`src/rtl/evt_cnt_pkg.sv`:
```
package evt_cnt_pkg;
    localparam int THR_W = 4;

    typedef struct packed {
        logic             ovf;
        logic             irq_en;
        logic             force_ovf;
        logic             edge_md;
        logic [THR_W-1:0] thr;
        logic             cmpl;
        logic             cmp;
        logic             en;
    } ctl_t;

    localparam int CTL_W = $bits(ctl_t);
endpackage

```
`src/rtl/evt_thresh_filter.sv`:
```
module evt_thresh_filter #(
    parameter int EVT_W = 4
) (
    input  logic [EVT_W-1:0] evt,
    input  logic [EVT_W-1:0] thr,
    input  logic             cmp,
    input  logic             cmpl,
    input  logic             edge_md,
    input  logic             prev_pass,
    output logic             pass,
    output logic             hit
);
    logic above;

    always_comb begin
        above = (evt > thr);
        if (cmp) begin
            pass = cmpl ? !above : above;
        end else begin
            pass = (evt != '0);
        end
        hit = edge_md ? (pass && !prev_pass) : pass;
    end
endmodule

```
`src/rtl/evt_accum.sv`:
```
module evt_accum #(
    parameter int CNT_W = 40,
    parameter int ADD_W = 4
) (
    input  logic [CNT_W-1:0] cnt,
    input  logic [ADD_W-1:0] add,
    output logic [CNT_W-1:0] sum,
    output logic             carry
);
    localparam int WIDE = CNT_W + 1;
    logic [WIDE-1:0] wide;

    generate
        if (ADD_W < WIDE) begin : g_ext
            assign wide = {1'b0, cnt} + {{(WIDE-ADD_W){1'b0}}, add};
        end else begin : g_trunc
            assign wide = {1'b0, cnt} + add[WIDE-1:0];
        end
    endgenerate

    assign sum   = wide[CNT_W-1:0];
    assign carry = wide[CNT_W];
endmodule

```
`src/rtl/evt_thresh_counter.sv`:
```
module evt_thresh_counter
    import evt_cnt_pkg::*;
#(
    parameter int CNT_W = 40
) (
    input  logic             clk,
    input  logic             rst_n,
    input  logic [THR_W-1:0] evt_cnt,
    input  logic             ctl_wr,
    input  logic [CTL_W-1:0] ctl_wdata,
    input  logic             cnt_wr,
    input  logic [CNT_W-1:0] cnt_wdata,
    output logic [CTL_W-1:0] ctl_rdata,
    output logic [CNT_W-1:0] cnt_q,
    output logic             irq
);
    typedef struct packed {
        ctl_t             ctl;
        logic [CNT_W-1:0] cnt;
        logic             prev;
        logic             irq;
    } state_t;

    state_t s_q, s_d;

    logic             pass;
    logic             hit;
    logic [THR_W-1:0] add_amt;
    logic [CNT_W-1:0] sum;
    logic             carry;
    logic             ovf_evt;

    evt_thresh_filter #(.EVT_W(THR_W)) u_filt (
        .evt       (evt_cnt),
        .thr       (s_q.ctl.thr),
        .cmp       (s_q.ctl.cmp),
        .cmpl      (s_q.ctl.cmpl),
        .edge_md   (s_q.ctl.edge_md),
        .prev_pass (s_q.prev),
        .pass      (pass),
        .hit       (hit)
    );

    always_comb begin
        add_amt = '0;
        if (s_q.ctl.en) begin
            if (!s_q.ctl.cmp) begin
                add_amt = evt_cnt;
            end else if (hit) begin
                add_amt = THR_W'(1);
            end
        end
    end

    evt_accum #(.CNT_W(CNT_W), .ADD_W(THR_W)) u_acc (
        .cnt   (s_q.cnt),
        .add   (add_amt),
        .sum   (sum),
        .carry (carry)
    );

    always_comb begin
        s_d      = s_q;
        ovf_evt  = !cnt_wr && (carry || (s_q.ctl.force_ovf && add_amt != '0));
        s_d.prev = pass;
        s_d.cnt  = cnt_wr ? cnt_wdata : sum;
        if (ctl_wr) begin
            s_d.ctl = ctl_t'(ctl_wdata);
        end
        if (ovf_evt) begin
            s_d.ctl.ovf = 1'b1;
        end
        s_d.irq = ovf_evt && s_q.ctl.irq_en;
    end

    always_ff @(posedge clk or negedge rst_n) begin
        if (!rst_n) begin
            s_q <= '0;
        end else begin
            s_q <= s_d;
        end
    end

    assign ctl_rdata = s_q.ctl;
    assign cnt_q     = s_q.cnt;
    assign irq       = s_q.irq;
endmodule

```
`config.mk`:
```
export PLATFORM = sky130hd
export DESIGN_NAME = evt_thresh_counter
export DESIGN_NICKNAME = d
export VERILOG_FILES = /design/src/rtl/evt_cnt_pkg.sv /design/src/rtl/evt_thresh_filter.sv /design/src/rtl/evt_accum.sv /design/src/rtl/evt_thresh_counter.sv
export SDC_FILE = /design/constraint.sdc
export NUM_CORES = 1
export LEC_CHECK = 0
export BUFFER_PORTS_ARGS = -buffer_cell sky130_fd_sc_hd__buf_2
export CORE_UTILIZATION = 52
export DETAILED_ROUTE_END_ITERATION = 8
export PLACE_DENSITY = 0.9
export SYNTH_ARGS = -nofsm -noshare
export SYNTH_HDL_FRONTEND = slang
export SYNTH_HIERARCHICAL = 1
export SYNTH_SLANG_ARGS = --single-unit
```
`constraint.sdc`:
```
create_clock -name clk -period 4.1 [get_ports clk]
set_input_delay 1.025 -clock clk [delete_from_list [all_inputs] [get_ports clk]]
set_output_delay 1.025 -clock clk [all_outputs]
set_load 0.05 [all_outputs]
```
Word-level counts from Yosys, hierarchy flattened:

Cells that the tools add are included.

* register bits: 53
* input port bits: 59
* output and inout bits: 52
* logic and storage cells: 33

* add/subtract/negate cells: 1
* magnitude comparators: 1
* multiplexer cells: 9
* reduce and logical (&&, ||, !) cells: 11

Operators with widths (count)
* $add A40 B4 Y41: 1
* $mux W40: 1
* $mux W11: 1
* $mux W4: 2
* $reduce_bool A4 Y1: 2
* $mux W1: 5
* $gt A4 B4 Y1: 1
* $logic_and A1 B1 Y1: 4
* $logic_not A1 Y1: 3
* $reduce_bool A2 Y1: 1
* $logic_or A1 B1 Y1: 1

Logic depth before layout (Yosys ltp):

Gate-level depths: netlist of run 1.

* word-level depth: 14
* depth in mapped cells: 18
* gate-level depth less buffers: 17

Modules after synthesis:

The synthesis of run 1 kept the hierarchy.

Modules (own cells, without submodules)
* evt_thresh_counter: times used 1, cells each 174, area each 2424.8 um^2, sequential area each 1326.3 um^2
* evt_accum: times used 1, cells each 137, area each 1021.0 um^2, sequential area each 0.0 um^2
* evt_thresh_filter: times used 1, cells each 18, area each 148.9 um^2, sequential area each 0.0 um^2

Worst setup path before layout of run 1:

Ideal clock, no wire load.

* path type: in2reg
* from: input evt_cnt[1]
* to: register s_q (netlist bit cnt_q[16])
* setup time: 125 ps
* data arrival time: 3847 ps
* data required time: 3975 ps
* path slack: 128 ps
* stages: 15
* path buffers: 0
* cells stage by stage: ha_1 -> nor2b_2 -> o211ai_2 -> a21oi_2 -> xnor2_1 -> a221oi_2 -> mux2i_1 -> nor2b_1 -> ha_1 -> fa_1 -> a211o_1 -> nor4b_4 -> and4_2 -> xor2_1 -> mux2_2

RTL lines
* start, declared: RTL line evt_thresh_counter.sv:8 `input logic [THR_W-1:0] evt_cnt,`
* end signal, assigned: RTL line evt_thresh_counter.sv:78 `s_q <= '0;`
* end signal, assigned: RTL line evt_thresh_counter.sv:80 `s_q <= s_d;`
* end, declared: RTL line evt_thresh_counter.sv:24 `state_t s_q, s_d;`

==> results.yml, run 1 <==
sta:
  clock.fmax_mhz: 252.2
  finalCritPeriodShare_pct: 96.72
  relSlewSlack_pct: 37.15
  post-route-min-period_ns: 3.966
  hold_viol: 0
  worst_pin_slew_ns: 0.9428
  fin_ws_ns: 0.1343
  setup_viol: 0
  fin_skew_ns: 0.004306
  fin_tns_setup_ns: 0
  drv_slew: 0
die:
  io_pins: 111
  die_width_microns: 85.15
  chipHeight_microns: 85.15
  start_util_pct: 55.35
  placementRows: 29
  design.core.area_sq_um: 6495
  die_area_sq_um: 7250
finish:
  nNetsFinal: 457
  fillers: 566
  final_cells: 467
  layout-drive-gt1-share_pct: 49.23
  final_area_sq_um: 3908
  final_common_cell: "buf_2"
  diodes: 0
  final_cell_mix: "buf_2, dfrtp_1, mux2_2, xnor2_1, nand4_1"
  syn2layout_area_growth_pct: 8.702
critical_path:
  rrSetupSlack_ns: 0.55
  cp.arrival_ns: 4.16
  start_kind: "input port"
  reg2reg_to: "cnt_q[16]$_DFF_PN0_"
  cp-end-kind: "flip-flop"
  reg2reg_from: "ctl_rdata[4]$_DFFE_PN0P_"
  cp_max_fo: 2
  cp_cell_sequence: "buf_2 -> ha_1 -> nor2b_2 -> o211ai_2 -> a21oi_2 -> xnor2_1 -> a221oi_2 -> mux2i_1 -> nor2b_1 -> ha_1 -> fa_1 -> a211o_1 -> nor4b_4 -> and4_2 -> xor2_1 -> mux2_2"
  slowest_stage: "fa_1"
  cpMostUsedCell: "ha_1"
  critPathRequiredTime_ns: 4.30
  reg2reg_depth: 16
  cpPeakStageDelay_ns: 0.40
  path_class: "input port to flip-flop"
cts:
  cts.path.max_buffers: 2
  cts_max_level: 2
  cts_hold_buf: 0
  cts_root_buffer: "clkbuf_8"
  cts.sinks: 53
  cts_tree: "done"
  cts.reportedPaths.clkPinSlew_ns: 0.09
  numCtsBuffers: 5
  cts_resized: 0
  clk_latency_ns: 0.30
detailed_routing:
  dr_wl_met3_microns: 529
  top_layer_used: "met4"
  vias_per_cell: 5.604
  wire_per_inst_microns: 16.07
  drt-initial-drc-count: 63
  drc_errors: 0
  wirelength_microns: 7505
  wl_met1_microns: 3169
  drtAntennaViolNets: 0
  first_pass_iters: 5
  wl_met2_microns: 3713
  num_vias: 2617
synth:
  synth_ff_type: "dfrtp_1"
  syn-cell-area_sq_um: 3595
  netlist_instances: 329
  synth_async_sr_flop_share_pct: 100.0
  yosysSeqAreaShare_pct: 36.90
  ys_types: 47
  avgSynthCellArea_sq_um: 10.93
  synth_edf_count: 0
  syn_nets: 397
  yosys_warnings: 6
  ys_seq_elements: 53
worst_hold_path:
  hold_start: "ctl_rdata[10]$_DFFE_PN0P_"
  hold_depth: 2
  min_to: "ctl_rdata[10]$_DFFE_PN0P_"
  worstHoldPathType: "flip-flop to flip-flop"
power_and_ir_drop:
  peakVddDrop_mv: 0.1632
  power.density_nw_per_um2: 399.7
  total_power_uw: 1562
  p_leak_uw: 0.001789
placement:
  placed_area_sq_um: 3817
  portBuffers: 110
  placed_cells: 458
  dp_slack_ns: -0.1563
  dp_hpwl_microns: 5656
  place_congestion: 0.8762
global_routing:
  grt_pass1_wl_microns: 12310
  grt_overflow: 0
  antenna_found_initial: 0
  track_usage_pct: 21.39
  grt_pass1_vias: 2567
  grt_max_degree: 44
status:
  status: "complete, no violations"
flow_run:
  cap_violations: 0
## repair_timing
| item | 4_1_cts | 5_1_grt |
|---|---|---|
| endpoints found under the setup margin | 0 | 6 |
| hold endpoints to repair | 0 | 0 |
| setup buffers | 0 | 1 |
## layout make-up
type	count	area, sq um	area share (%)
Multi-Input combinational cell	206	1760	45.05
Sequential cell	53	1326	33.94
Timing Repair Buffer	118	623.1	15.95
Tap cell	77	96.34	2.466
Clock buffer	6	72.57	1.857
Inverter	5	18.77	0.4803
Clock inverter	2	10.01	0.2562
## state kept, by name, indices dropped and copies added (netlist names)
| name | cells |
|---|---|
| ctl_rdata | 11 |
| s_q | 1 |
| cnt_q | 40 |
| irq | 1 |
## power by group
group,internal (uW),total (uW),leakage (uW),switching (uW)
logic,210,609,0.00112,398
registers,589,664,0.000619,75.5
clock network,119,289,0.0000450,170
## how the worst max path moves through the flow
stage                     from                  end  slack (ns)  cells past startpoint
floorplan           evt_cnt[1]  cnt_q[16]$_DFF_PN0_        0.13                     15
global placement    evt_cnt[1]  cnt_q[16]$_DFF_PN0_       -0.02                     16
detailed placement  evt_cnt[1]  cnt_q[16]$_DFF_PN0_       -0.16                     16
CTS                 evt_cnt[1]  cnt_q[16]$_DFF_PN0_        0.15                     16
global route        evt_cnt[1]  cnt_q[16]$_DFF_PN0_     -0.0009                     16
finish              evt_cnt[1]  cnt_q[16]$_DFF_PN0_        0.13                     16
## cells in the mapped netlist, types with 4 or more instances
library cell	count	area [sq um]
buf_4	56	420.4
and4_2	4	40.04
nand2_1	9	33.78
dfrtp_1	53	1326
mux2_2	50	563.0
nand3_1	8	40.04
xnor2_1	24	210.2
inv_1	5	18.77
and3_1	5	31.28
and4_1	5	43.79
nand4_1	21	131.4
ha_1	8	100.1
and2_1	8	50.05
a21oi_1	6	30.03
nor3_1	4	20.02
nor2_1	5	18.77
xor2_1	15	131.4
buf_6	4	45.04
nor4_1	5	31.28
## worst max-delay path, delay by kind of cell
| kind | cells | cell delay (ns) |
|---|---|---|
| compound gates | 4 | 0.64 |
| xor+xnor | 2 | 0.38 |
| fa+ha+maj | 3 | 0.91 |
| buf+inv | 1 | 0.11 |
| mux | 2 | 0.47 |
| simple gates | 4 | 0.63 |
## metal layers
| layer | GRT usage, % | vias up |
|---|---|---|
| met1 | 27.45 | 1269 |
| li1 | - | 1233 |
| met3 | 4.377 | 13 |
| met4 | 6.626 | 0 |
| met2 | 36.36 | 102 |
| met5 | 0 | - |
## cell families after synthesis
logic type	share of synthesized area, %
compound gates	3.620
xor+xnor	9.502
fa+ha+maj	3.342
buf+inv	14.13
flops	36.90
mux	16.22
simple gates	16.29
## stage by stage
step,hold WS (ns),utilization [%]
global route,0.5531,60.16
finish,0.5232,60.16
CTS,0.5357,60.05
global placement,0.5007,58.77
detailed placement,0.5097,58.77
floorplan,0.4816,-
No activity file was read; power rests on OpenSTA's default activity.
==> run 2, diff against run 1 <==
Settings changed: ABC_AREA set to 1, CORE_MARGIN set to 2, CORE_UTILIZATION 52 to 54, PLACE_DENSITY 0.9 to 0.91.
==> run 2 against run 1 <==
Compared with the run above:
- worst setup slack improved by 0.43 ns
- global-route usage increased by 5.0 points
- die area grew 15%
- highest routed layer unchanged
==> results.yml, run 2 <==
global_routing:
  grt_overflow: 0
  antenna_found_initial: 0
  track_usage_pct: 26.37
  grt_pass1_wl_microns: 17720
  grt_pass1_vias: 3714
  grt_max_degree: 42
power_and_ir_drop:
  seqPwrFrac_pct: 44.0
  power_switching_uw: 617.0
  peakVddDrop_mv: 0.1662
  power.density_nw_per_um2: 326.3
  comb_power_share_pct: 35.5
  switching_share_pct: 42.47
  pwr-share-clk_pct: 20.5
  p_int_uw: 835.7
  p_leak_uw: 0.002386
cts:
  cts_root_buffer: "clkbuf_8"
  cts_tree: "done"
  numCtsBuffers: 5
  cts_hold_buf: 0
  cts_max_level: 2
  post_cts_buffers: 0
  cts.path.max_buffers: 2
  cts.sinks: 53
  clk_latency_ns: 0.31
  cts.reportedPaths.clkPinSlew_ns: 0.10
  cts_resized: 0
finish:
  largest_reg_flops: 40
  layout-drive-gt1-share_pct: 26.62
  final_area_sq_um: 4452
  nNetsFinal: 717
  diodes: 0
  fin_util_pct: 60.73
  syn2layout_area_growth_pct: 8.311
  final_cells: 749
  final_common_cell: "nand2_1"
  final_cell_mix: "nand2_1, buf_2, nor2_1, dfrtp_1, inv_1"
status:
  status: "complete, no violations"
detailed_routing:
  drc_errors: 0
  drtAntennaViolNets: 0
  wirelength_microns: 10780
  num_vias: 3810
  vias_per_cell: 5.087
  drt-initial-drc-count: 271
  wire_per_inst_microns: 14.40
  first_pass_iters: 5
synth:
  yosysTopAreaCell: "dfrtp_1"
  yosys_warnings: 6
  yosysTopAreaCellShare_pct: 32.27
  syn_nets: 659
  synth.most_common_cell: "nand2_1"
  synth_async_sr_flop_share_pct: 100.0
  ys_types: 38
  yosysSeqAreaShare_pct: 32.27
  syn-cell-area_sq_um: 4110
  synth_ff_type: "dfrtp_1"
  netlist_instances: 591
  synth_commonest_cells: "nand2_1, nor2_1, dfrtp_1, buf_4, inv_1"
  avgSynthCellArea_sq_um: 6.955
  synth.area.top_cells: "dfrtp_1, nand2_1, buf_4"
  ys_seq_elements: 53
  synth_edf_count: 0
sta:
  fin_skew_ns: 0.005450
  clock.fmax_mhz: 282.6
  drv_slew: 0
  relSlewSlack_pct: 52.38
  worst_pin_slew_ns: 0.7133
  post-route-min-period_ns: 3.538
  hold_viol: 0
  finalCritPeriodShare_pct: 86.30
  setup_viol: 0
  rsz0062_at_grt: "false"
  fin_tns_setup_ns: 0
worst_hold_path:
  worstHoldPathType: "flip-flop to flip-flop"
critical_path:
  path_class: "input port to flip-flop"
  cp-end-kind: "flip-flop"
  cp.arrival_ns: 3.78
  cp_max_fo: 8
  critPathRequiredTime_ns: 4.34
  critPathBufInv: 4
  critical-path-top-delay-family: "simple AND/OR/NAND/NOR gates"
  start_kind: "input port"
  slowest_stage: "ha_1"
  cp_cell_sequence: "buf_2 -> ha_1 -> a21oi_1 -> nand2_2 -> nand3_1 -> nand3_2 -> a21oi_2 -> inv_1 -> nand2_1 -> nand3_1 -> inv_1 -> ha_1 -> fa_1 -> nand3_2 -> nand3_4 -> nand3_4 -> nor2_1 -> nand3_1 -> nor2_1 -> inv_1 -> nand2_1 -> nand2_2 -> nor2_2"
  cpPeakStageDelay_ns: 0.31
placement:
  placed_area_sq_um: 4365
  dp_hpwl_microns: 8380
  portBuffers: 110
  place_congestion: 0.9468
  placed_cells: 741
die:
  placementRows: 31
  start_util_pct: 56.07
  chipHeight_microns: 91.25
  die_area_sq_um: 8326
  design.core.area_sq_um: 7331
  io_pins: 111
  die_width_microns: 91.25
flow_run:
  cap_violations: 0
-- run 2: cell types whose count changed after synthesis, moves of 6 or more --
cell and change:
xor2_1 -6, xnor2_1 -12, nand2_2 +14, inv_1 +28
mux2_2 -46, nor2_1 +50, nand4_1 -10, inv_2 +9
nand3_1 +14, and2_1 -7, nor2_4 +8, nand2_1 +241
-- run 2: final cells by class --
type	instances	area [sq um]
clock inverters	3	17.52
multi-input cells	433	2183
repair buffers	112	565.5
flip-flops and latches	53	1326
well taps	99	123.9
clock buffers	5	68.82
fillers	714	2879
inverters	44	166.4
-- run 2: cell families after synthesis --
kind of cell             count (synthesis)  share of synthesized area, %
adder cells (fa/ha/maj)                  9                         2.922
XOR/XNOR                                22                         4.871
AO/OA/AOI/OAI                           10                         1.827
buffers and inverters                  105                         14.61
multiplexers                             8                         2.161
AND/OR/NAND/NOR                        384                         41.34
flip-flops                              53                         32.27
-- run 2: layer usage --
layer  GRT usage [%]  vias up  share of wire (%)
met5               0        -                  0
met4           6.313        0                1.1
met3           2.573       14                6.2
met2           45.99      154                 48
met1           35.33     1754                 45
li1                -     1888                  -
-- run 2: power by group through the flow --
stage	registers, uW	logic, uW	clock network, uW
floorplan	631	458	0
global placement	648	503	0
detailed placement	649	514	0
CTS	639	516	308
global route	647	558	323
finish	640	516	298
-- run 2: per-stage QoR --
stage | hold WS [ns] | power (uW) | setup WS (ns)
after floorplan | 0.4648 | 1089 | 0.7065
after global placement | 0.4862 | 1151 | 0.4320
after detailed placement | 0.5001 | 1163 | 0.2716
after CTS | 0.5238 | 1463 | 0.5663
after global routing | 0.5462 | 1529 | 0.2117
final | 0.5142 | 1453 | 0.5619
-- run 2: final timing paths --
check | from | endpoint | slack, ns | cells past startpoint
worst max-delay path | evt_cnt[3] | irq$_DFF_PN0_ | 0.56 | 23
worst min-delay path | ctl_rdata[5]$_DFFE_PN0P_ | ctl_rdata[5]$_DFFE_PN0P_ | 0.51 | 1
worst max register to register | ctl_rdata[6]$_DFFE_PN0P_ | irq$_DFF_PN0_ | 0.96 | 23
worst min register to register | ctl_rdata[5]$_DFFE_PN0P_ | ctl_rdata[5]$_DFFE_PN0P_ | 0.51 | 1
max in group asynchronous | rst_n | cnt_q[9]$_DFF_PN0_ | 2.57 | 2
min in group asynchronous | rst_n | cnt_q[37]$_DFF_PN0_ | 0.71 | 1
